File: src/rtl/rrt_pkg.sv
// Package: shared constants, types and rate functions for the response
// rate table builder. Assumes rate indices 0..3 are CCK and 4..11 are OFDM.
package rrt_pkg;
    localparam int NUM_RATES = 12;
    localparam int RATE_W    = 4;
    localparam int NUM_CCK   = 4;
    localparam int NUM_SLOTS = 13;
    localparam int WORD_W    = 16;

    localparam logic [RATE_W-1:0] IDX_1M  = 4'd0;
    localparam logic [RATE_W-1:0] IDX_6M  = 4'd4;
    localparam logic [RATE_W-1:0] IDX_24M = 4'd8;
    localparam logic [RATE_W-1:0] IDX_54M = 4'd11;

    typedef enum logic [1:0] {
        BAND_5G   = 2'd0,
        BAND_CCK  = 2'd1,
        BAND_MIX  = 2'd2,
        BAND_MIX3 = 2'd3
    } band_t;

    typedef enum logic [1:0] {
        PKT_OFDM5   = 2'd0,
        PKT_CCK     = 2'd1,
        PKT_MIXOFDM = 2'd2
    } pkt_t;

    // Downward search over the CCK bits: highest set index in 1..r, else 1 Mb/s.
    function automatic logic [RATE_W-1:0] cck_search(input logic [RATE_W-1:0] r,
                                                     input logic [NUM_RATES-1:0] bm);
        logic [RATE_W-1:0] res;
        res = IDX_1M;
        for (int i = 1; i < NUM_CCK; i++)
            if (RATE_W'(i) <= r && bm[i]) res = RATE_W'(i);
        return res;
    endfunction

    // OFDM search: clamp to 24 Mb/s when no OFDM bit is set, else search down to 6 Mb/s.
    function automatic logic [RATE_W-1:0] ofdm_search(input logic [RATE_W-1:0] r,
                                                      input logic [NUM_RATES-1:0] bm);
        logic [RATE_W-1:0] res;
        if (bm[NUM_RATES-1:NUM_CCK] == '0) begin
            res = (r > IDX_24M) ? IDX_24M : r;
        end else begin
            res = IDX_24M;
            for (int i = NUM_CCK; i < NUM_RATES; i++)
                if (RATE_W'(i) <= r && bm[i]) res = RATE_W'(i);
        end
        return res;
    endfunction

    // Signal code in 5 GHz form for an OFDM rate index.
    function automatic logic [7:0] sig_code(input logic [RATE_W-1:0] r);
        case (r)
            4'd4:    return 8'h9B;
            4'd5:    return 8'h9F;
            4'd6:    return 8'h9A;
            4'd7:    return 8'h9E;
            4'd9:    return 8'h9D;
            4'd10:   return 8'h98;
            4'd11:   return 8'h9C;
            default: return 8'h99;
        endcase
    endfunction

    // Reserve time in 5 GHz form for an OFDM rate index.
    function automatic logic [7:0] rsv_time(input logic [RATE_W-1:0] r);
        case (r)
            4'd4:              return 8'd44;
            4'd5:              return 8'd36;
            4'd6:              return 8'd32;
            4'd9, 4'd10, 4'd11: return 8'd24;
            default:           return 8'd28;
        endcase
    endfunction
endpackage

File: src/rtl/rrt_seq.sv
// Sequencer: accepts start when idle, latches the settings and steps a slot
// counter through every table slot, one per cycle, then pulses done.
// Assumes start is synchronous to clk.
module rrt_seq
    import rrt_pkg::*;
#(
    parameter int SLOTS = NUM_SLOTS,
    localparam int SLOT_W = $clog2(SLOTS)
) (
    input  logic                 clk,
    input  logic                 rst_n,
    input  logic                 start,
    input  logic [NUM_RATES-1:0] bm_in,
    input  band_t                band_in,
    output logic                 busy,
    output logic                 done,
    output logic [SLOT_W-1:0]    slot,
    output logic [NUM_RATES-1:0] cfg_bm,
    output band_t                cfg_band
);
    localparam logic [SLOT_W-1:0] LAST = SLOT_W'(SLOTS - 1);

    // Run control, slot counter and settings capture.
    always_ff @(posedge clk) begin
        if (!rst_n) begin
            busy     <= 1'b0;
            done     <= 1'b0;
            slot     <= '0;
            cfg_bm   <= '0;
            cfg_band <= BAND_5G;
        end else begin
            done <= 1'b0;
            if (!busy && start) begin
                busy     <= 1'b1;
                slot     <= '0;
                cfg_bm   <= bm_in;
                cfg_band <= band_in;
            end else if (busy) begin
                if (slot == LAST) begin
                    busy <= 1'b0;
                    done <= 1'b1;
                end else begin
                    slot <= slot + 1'b1;
                end
            end
        end
    end

    p_done_after_busy_r3: assert property (@(posedge clk) disable iff (!rst_n)
        done |-> $past(busy) && !busy);
    p_done_pulse_r3: assert property (@(posedge clk) disable iff (!rst_n)
        done |=> !done);
    p_cfg_held_r4: assert property (@(posedge clk) disable iff (!rst_n)
        busy && $past(busy) |-> $stable(cfg_bm) && $stable(cfg_band));
endmodule

File: src/rtl/rrt_slot_words.sv
// Slot word generator: computes the table word of every slot in parallel from
// the latched settings. Slots 0..3 are CCK, slots 4..12 are OFDM (12 mirrors 11).
module rrt_slot_words
    import rrt_pkg::*;
#(
    parameter int SLOTS = NUM_SLOTS
) (
    input  logic [NUM_RATES-1:0]           cfg_bm,
    input  band_t                          cfg_band,
    output logic [SLOTS-1:0][WORD_W-1:0]   words
);
    for (genvar s = 0; s < SLOTS; s++) begin : g_slot
        logic [RATE_W-1:0] rate;
        if (s < NUM_CCK) begin : g_cck
            // CCK slot: downward search result, rate index in the low nibble.
            always_comb begin
                rate     = cck_search(RATE_W'(s), cfg_bm);
                words[s] = {{(WORD_W-RATE_W){1'b0}}, rate};
            end
        end else begin : g_ofdm
            logic [7:0] sig;
            logic [7:0] rsv;
            // OFDM slot: choose the rate, then encode signal code and reserve time.
            always_comb begin
                if (s <= int'(IDX_24M))
                    rate = RATE_W'(s);
                else if (s < NUM_RATES)
                    rate = ofdm_search(RATE_W'(s), cfg_bm);
                else
                    rate = ofdm_search(IDX_54M, cfg_bm);
                sig = sig_code(rate);
                rsv = rsv_time(rate);
                if (cfg_band != BAND_5G) begin
                    sig = sig & 8'hEF;
                    rsv = rsv + 8'd6;
                end
                words[s] = {rsv, sig};
            end
        end
    end
endmodule

File: src/rtl/rrt_top_rates.sv
// Summary outputs: highest basic rate per family and the packet type, from
// the latched settings. Assumes bits 11:4 are OFDM and 3:0 are CCK.
module rrt_top_rates
    import rrt_pkg::*;
(
    input  logic [NUM_RATES-1:0] cfg_bm,
    input  band_t                cfg_band,
    output logic [RATE_W-1:0]    top_ofdm,
    output logic [RATE_W-1:0]    top_cck,
    output pkt_t                 pkt_type
);
    // Priority scans for the top rates and the packet type decode.
    always_comb begin
        top_ofdm = IDX_24M;
        top_cck  = IDX_1M;
        for (int i = NUM_CCK; i < NUM_RATES; i++)
            if (cfg_bm[i]) top_ofdm = RATE_W'(i);
        for (int i = 0; i < NUM_CCK; i++)
            if (cfg_bm[i]) top_cck = RATE_W'(i);
        case (cfg_band)
            BAND_5G:  pkt_type = PKT_OFDM5;
            BAND_CCK: pkt_type = PKT_CCK;
            default:  pkt_type = (cfg_bm[NUM_RATES-1:NUM_CCK] != '0) ? PKT_MIXOFDM : PKT_CCK;
        endcase
    end
endmodule

File: src/rtl/rsp_rate_tbl_builder.sv
// Top: control response rate table builder. Writes one table slot per cycle
// after an accepted start; the write port is driven straight from the
// sequencer state and the parallel slot words.
module rsp_rate_tbl_builder
    import rrt_pkg::*;
#(
    localparam int ADDR_W = $clog2(NUM_SLOTS)
) (
    input  logic                 clk,
    input  logic                 rst_n,
    input  logic                 start,
    input  logic [NUM_RATES-1:0] basic_rates,
    input  logic [1:0]           band,
    output logic                 busy,
    output logic                 done,
    output logic                 wr_en,
    output logic [ADDR_W-1:0]    wr_addr,
    output logic [WORD_W-1:0]    wr_data,
    output logic [RATE_W-1:0]    top_ofdm,
    output logic [RATE_W-1:0]    top_cck,
    output logic [1:0]           pkt_type
);
    logic [ADDR_W-1:0]                 slot;
    logic [NUM_RATES-1:0]              cfg_bm;
    band_t                             cfg_band;
    logic [NUM_SLOTS-1:0][WORD_W-1:0]  words;
    pkt_t                              pkt;

    rrt_seq #(.SLOTS(NUM_SLOTS)) u_seq (
        .clk      (clk),
        .rst_n    (rst_n),
        .start    (start),
        .bm_in    (basic_rates),
        .band_in  (band_t'(band)),
        .busy     (busy),
        .done     (done),
        .slot     (slot),
        .cfg_bm   (cfg_bm),
        .cfg_band (cfg_band)
    );

    rrt_slot_words #(.SLOTS(NUM_SLOTS)) u_words (
        .cfg_bm   (cfg_bm),
        .cfg_band (cfg_band),
        .words    (words)
    );

    rrt_top_rates u_top (
        .cfg_bm   (cfg_bm),
        .cfg_band (cfg_band),
        .top_ofdm (top_ofdm),
        .top_cck  (top_cck),
        .pkt_type (pkt)
    );

    // Write port and packet type from internal state.
    always_comb begin
        wr_en    = busy;
        wr_addr  = slot;
        wr_data  = words[slot];
        pkt_type = pkt;
    end

    p_addr_step_r2: assert property (@(posedge clk) disable iff (!rst_n)
        wr_en && $past(wr_en) |-> wr_addr == $past(wr_addr) + 1'b1);
    p_first_addr_r2: assert property (@(posedge clk) disable iff (!rst_n)
        wr_en && !$past(wr_en) |-> wr_addr == '0);
    p_cck_basic_r5: assert property (@(posedge clk) disable iff (!rst_n)
        wr_en && wr_addr < ADDR_W'(NUM_CCK) && wr_data[RATE_W-1:0] != '0
        |-> cfg_bm[wr_data[RATE_W-1:0]]);
    p_top_range_r10: assert property (@(posedge clk) disable iff (!rst_n)
        top_ofdm >= IDX_6M && top_ofdm <= IDX_54M && top_cck < RATE_W'(NUM_CCK));
endmodule

File: config.mk
export PLATFORM = sky130hd
export DESIGN_NAME = rsp_rate_tbl_builder
export DESIGN_NICKNAME = d
export VERILOG_FILES = /design/src/rtl/rrt_pkg.sv /design/src/rtl/rrt_seq.sv /design/src/rtl/rrt_slot_words.sv /design/src/rtl/rrt_top_rates.sv /design/src/rtl/rsp_rate_tbl_builder.sv
export SDC_FILE = /design/constraint.sdc
export NUM_CORES = 1
export LEC_CHECK = 0
export CAP_MARGIN = 15
export CORE_MARGIN = 3
export CORE_UTILIZATION = 48
export DETAILED_ROUTE_END_ITERATION = 10
export PLACE_DENSITY = 0.8
export RECOVER_POWER = 25
export SYNTH_ARGS = -nofsm -noshare
export SYNTH_HDL_FRONTEND = slang
export SYNTH_SLANG_ARGS = --single-unit
File: constraint.sdc
create_clock -name clk -period 2.9 [get_ports clk]
set_clock_uncertainty 0.2 [all_clocks]
set_input_delay 0.58 -clock clk [delete_from_list [all_inputs] [get_ports clk]]
set_output_delay 0.58 -clock clk [all_outputs]
set_load 0.05 [all_outputs]
======== Yosys cells after proc, flatten, opt, wreduce, memory -nomap -nowiden ========
Cells that the tools add are included.
word-level totals
  register bits after elaboration ......... 20
  bits in latches ......................... 0
  RAM bits ................................ 0
  memory bits (read-only) ................. 0
  input port bits ......................... 17
  output and inout port bits .............. 33
  word-level logic and storage cells ...... 91
  memories kept ........................... 0
cells by class
  add/subtract/negate cells ............... 4
  $mul .................................... 0
  div/mod/pow operators ................... 0
  magnitude comparators ................... 1
  equality and inequality tests ........... 23
  shift-type cells ........................ 0
  muxes and demuxes ....................... 43
  bitwise gates (word level) .............. 3
  reduce and logical (&&, ||, !) cells .... 12
operators by type and width
  kind                 number
  $pmux 6 s4           3
  $bmux 16 s4          1
  $pmux 3 s7           3
  $mux 4               13
  $eq 4x3->1 const B   12
  $mux 5               9
  $eq 4x4->1 const B   10
  $mux 16              1
  $mux 8               2
  $add 6x3->7 const B  2
  $reduce_or 3->1      4
  $add 8x3->8 const B  1
  $logic_not 8->1      1
  $reduce_bool 8->1    1
  $mux 7               1
  $mux 6               1
  $lt 4x5->1 const B   1
  $mux 1               5
  $add 4x1->4 const B  1
  $mux 2               2
  $pmux 2 s2           1
  $mux 3               1
  $not 1->1            3
  $eq 2x1->1 const B   1
  6 further kinds      6

======== Depth between registers and ports, before layout ========
  depth after elaboration ................. 16
  gate-level depth with buffers ........... 9
  depth with buffers taken out ............ 8

======== Cells and area by module ========
Synthesis repeated with hierarchy kept, for this count alone.
second synthesis, totals
  cell total of the unflattened synthesis .. 549
  area total of the unflattened synthesis .. 4,581.9 um^2
by module, submodules not included
  module                instances  cells an instance  area each (um^2)  seq. area each (um^2)
  rsp_rate_tbl_builder  1          193                1,850.5           0.0
  rrt_slot_words        1          241                1,724.2           0.0
  rrt_seq               1          93                 857.1             400.4
  rrt_top_rates         1          22                 150.1             0.0

======== Worst setup path before layout ========
No wires, ideal clock.
  path kind ............................... flip-flop to output port
  start ................................... register u_seq.slot[0]
  end ..................................... output port wr_data[12]
  data arrival time ....................... 2.473 ns
  path slack .............................. -0.353 ns
  stages on the path, launching flop included .. 6
  cells stage by stage .................... dfxtp_1 > clkbuf_1 > clkinv_1 > o2111ai_1 > nand4_1 > a22oi_1
between the ends
  longest elaborated chain between the ends .. 2
ends and longest elaborated chain
  element                        line                        text
  start, declared                rrt_seq.sv:17               output logic [SLOT_W-1:0] slot,
  start signal, assigned         rrt_seq.sv:43               slot <= slot + 1'b1;
  $bmux 16 s4                    rsp_rate_tbl_builder.sv:60  wr_data = words[slot];
  $mux 16 (implied by the code)  rsp_rate_tbl_builder.sv:60
  end, declared                  rsp_rate_tbl_builder.sv:18  output logic [WORD_W-1:0] wr_data,
Every way passes these cells. The select of a mux whose other input is x is not followed.

======== Worst setup path after layout ========
  start ................................... register u_seq.cfg_bm[7]
  end ..................................... output port wr_data[11]
between the ends
  longest elaborated chain between the ends .. 13
  elaborated cells between the ends (all ways) .. 41
  classes of those cells .................. add/sub (3); eq/ne (18); mux (16); reduce/logical (4)
ends and longest elaborated chain
  element                          line                        text
  start, declared                  rrt_seq.sv:18               output logic [NUM_RATES-1:0] cfg_bm,
  start signal, assigned           rrt_seq.sv:36               cfg_bm <= bm_in;
  $mux 4 (5 in a row)              rrt_pkg.sv:47               if (RATE_W'(i) <= r && bm[i]) res = RATE_W'(i);
  $mux 4                           rrt_pkg.sv:42               if (bm[NUM_RATES-1:NUM_CCK] == '0) begin
  $eq 4x4->1                       rrt_pkg.sv:68               case (r)
  $reduce_or 3->1                  rrt_pkg.sv:68
  $pmux 6 s4                       rrt_pkg.sv:68
  $add 6x3->7                      rrt_slot_words.sv:35        rsv = rsv + 8'd6;
  $mux 7                           rrt_slot_words.sv:33        if (cfg_band != BAND_5G) begin
  $bmux 16 s4 *                    rsp_rate_tbl_builder.sv:60
  $mux 16 (implied by the code) *  rsp_rate_tbl_builder.sv:60
Every way passes the cells marked *; elsewhere a longest branch is shown, timed or not. The select of a mux whose other input is x is not followed.

==> flow_summary.yaml <==
outcome:
  status: "complete, but fails checks"
  violations: "negative setup slack"
place:
  port_buffers: 41
  place_inst: 340
  pre_cts_slack_ns: -0.0744
  gp_congestion: 0.947
  hpwl_mm: 3.77
synth:
  synth-edff-count: 0
  yosysTopAreaCell: "dfxtp_1"
  synth_commonest_cells: "nand2_1 (47), dfxtp_1 (19), nor2_1 (19)"
  ys_top_cells_by_area: "dfxtp_1 (22%), nand2_1 (10%), a21boi_0 (6.1%)"
  ys_async_sr_fraction_pct: 0
  synth_cell_type_count: 52
  synth_top_area_share_pct: 21.9
  synthCells: 244
  ys.flop_type: "dfxtp_1"
  avgSynthCellArea_sq_um: 7.11
  syn_area_sq_um: 1730
  ys_seq_elements: 19
  ys_seq_area_share_pct: 21.9
  synth.most_common_cell: "nand2_1"
  ys_warn_count: 0
finish:
  drive_gt1_share_pct: 30.8
  layout.cells.non_filler: 354
  n_fill_cell: 242
  diodes: 0
  area_delta_synth_final_pct: 51.4
  final_nets: 334
cts:
  cts_hold_buffers: 0
  root_buffer: "clkbuf_4"
  clkTransAtPathRegs_ns: 0.11
  htree_levels: 1
  insertion_delay_ns: 0.29
  cts_tree: "yes"
  cts_made_buffers: 3
  clockBufferDepth: 2
  cts_num_sinks: 19
sta:
  finalCritPeriodShare_pct: 108
  slew_headroom_pct: 64.2
  setup-violations-final: 5
  maxSlewViolCount: 0
  min_period_ns: 3.12
  worst_slack_ns: -0.222
  timing.hold.ws_ns: 0.286
  grt_setup_unrepaired: "yes"
  max_freq_mhz: 320
  finalHoldViolations: 0
  worstMarginPinSlew_ns: 0.537
floorplanning:
  coreArea_sq_um: 3420
  top_level_ports: 50
  die-area_sq_um: 4370
  fp.dieW_um: 66.1
  row_count: 21
  start_util_pct: 50.8
  die_y_um: 66.1
worst_setup_path:
  r2r_slack_ns: 0.87
  crit_family: "simple AND/OR/NAND/NOR gates"
  cp_cell_sequence: "nor3_4 > o21ai_2 > or3_4 > ha_4 > mux4_2 > a21o_1 > buf_6"
  endpoint_kind: "output pin"
  cp_data_required_time_ns: 2.12
  critPathMaxFanout: 3
  crit_type: "reg2out"
  critPathSlowestCell: "mux4_2"
  path_buf_inv: 1
  arrival_ns: 2.34
  cp-start-kind: "flip-flop"
  critical_path.max_stage_delay_ns: 0.44
global_route:
  track_usage_pct: 22.7
  grt_max_degree: 21
  use_met3_pct: 1.70
  overflow: 0
  met2_usage_pct: 39.4
  grtUsageMet1_pct: 29.0
  grt_pass1_wl_mm: 7.89
  busiest_layer: "met2"
  antenna_found_initial: 0
  grt_pass1_vias: 1752
drt:
  wl_mm: 5.38
  first_pass_iters: 4
  vias_per_cell: 5.75
  drt_iter0_drc: 147
  dr_total_vias: 2034
  wl_per_cell_um: 15.2
  drtAntennaViolNets: 0
  post-route-drc-count: 0
pwr:
  p_leak_uw: 0.00105
  vdd_drop_max_uv: 255
  p_per_area_nw_per_um2: 334
hold_path:
  worstHoldPathType: "reg2reg"
flow_run:
  maxCapViolCount: 0
## tightest hold or removal path, stage by stage (launching register included)
cell and delay, ns:
dfxtp_1 0.33, nand2_1 0.05, a21boi_0 0.07
## final timing paths
check | start | end | cells after the start
worst max-delay path | u_seq.cfg_bm[7] | wr_data[11] | 7
worst min-delay path | u_seq.cfg_bm[4] | u_seq.cfg_bm[4] | 2
worst max register to register | u_seq.slot[1] | u_seq.slot[3] | 7
worst min register to register | u_seq.cfg_bm[4] | u_seq.cfg_bm[4] | 2
## state kept, by name (all words and copies together), names as in the netlist
signal / count
u_seq.done: 1
u_seq.cfg_bm: 11
u_seq.slot: 4
u_seq.cfg_band: 2
u_seq.busy: 1
## layout make-up
type | instances | area [sq um] | area share (%)
well taps | 46 | 57.6 | 2.19
inverters | 7 | 26.3 | 1.00
multi-input cells | 199 | 1360 | 51.8
flip-flops and latches | 19 | 395 | 15.1
clock buffers | 3 | 22.5 | 0.858
clock inverters | 1 | 5.00 | 0.191
repair buffers | 79 | 759 | 28.9
## metrics by stage
stage / TNS, ns / power, uW / instance area [sq um] / util (%)
after global routing: -1.45 / 916 / 2630 / 76.8
after detailed placement: -0.0848 / 671 / 2370 / 69.3
final: -0.897 / 876 / 2630 / 76.8
after global placement: 0 / 663 / 2370 / 69.3
after CTS: -0.475 / 832 / 2520 / 73.9
after floorplan: -0.00845 / 539 / 1780 / -
## where the power goes
group	switching, uW	internal [uW]	total [uW]
Clock	82.6	51.4	134
Combinational	248	199	447
Sequential	21.0	274	295
## timing repair
action,in CTS,in global routing
gates resized for setup,24,15
setup buffers,4,6
pin swaps,11,13
setup endpoints to repair,7,7
## layout by cell type, fill, tap and decap left out, drive strengths merged, types with 2 or more instances in the layout
| cell type | n |
|---|---|
| a211o | 2 |
| a21boi | 15 |
| a21o | 3 |
| a21oi | 8 |
| a221o | 4 |
| buf | 55 |
| clkbuf | 3 |
| clkdlybuf4s50 | 23 |
| clkinv | 4 |
| conb | 7 |
| dfxtp | 19 |
| ha | 8 |
| inv | 4 |
| nand2 | 47 |
| nand2b | 9 |
| nand3 | 7 |
| nand4 | 3 |
| nor2 | 19 |
| nor2b | 4 |
| nor3 | 5 |
| nor4 | 3 |
| o2111ai | 3 |
| o211ai | 3 |
| o21ai | 17 |
| o21bai | 4 |
| o22ai | 2 |
| o31ai | 2 |
| or2 | 2 |
| or3 | 3 |
| xnor2 | 4 |
## metal layers
layer / share of wire (%) / wire length, um
met1: 42 / 2250
met2: 49 / 2650
met3: 5.9 / 320
met4: 3.0 / 163
met5: 0 / 0
## kinds of logic (layout without fill, tap and decap cells)
group	after synthesis	count (layout)	share of synthesized area, %
and+or+nand+nor	107	107	30.6
AOI/OAI and AO/OA	71	71	28.4
buffers and inverters	32	90	9.31
DFF	19	19	21.9
adders and majority gates	8	8	5.77
xor gates and xnor gates	5	5	2.53
other	1	7	0.216
muxes	1	1	1.30
Power figures use the tool's default switching activity.
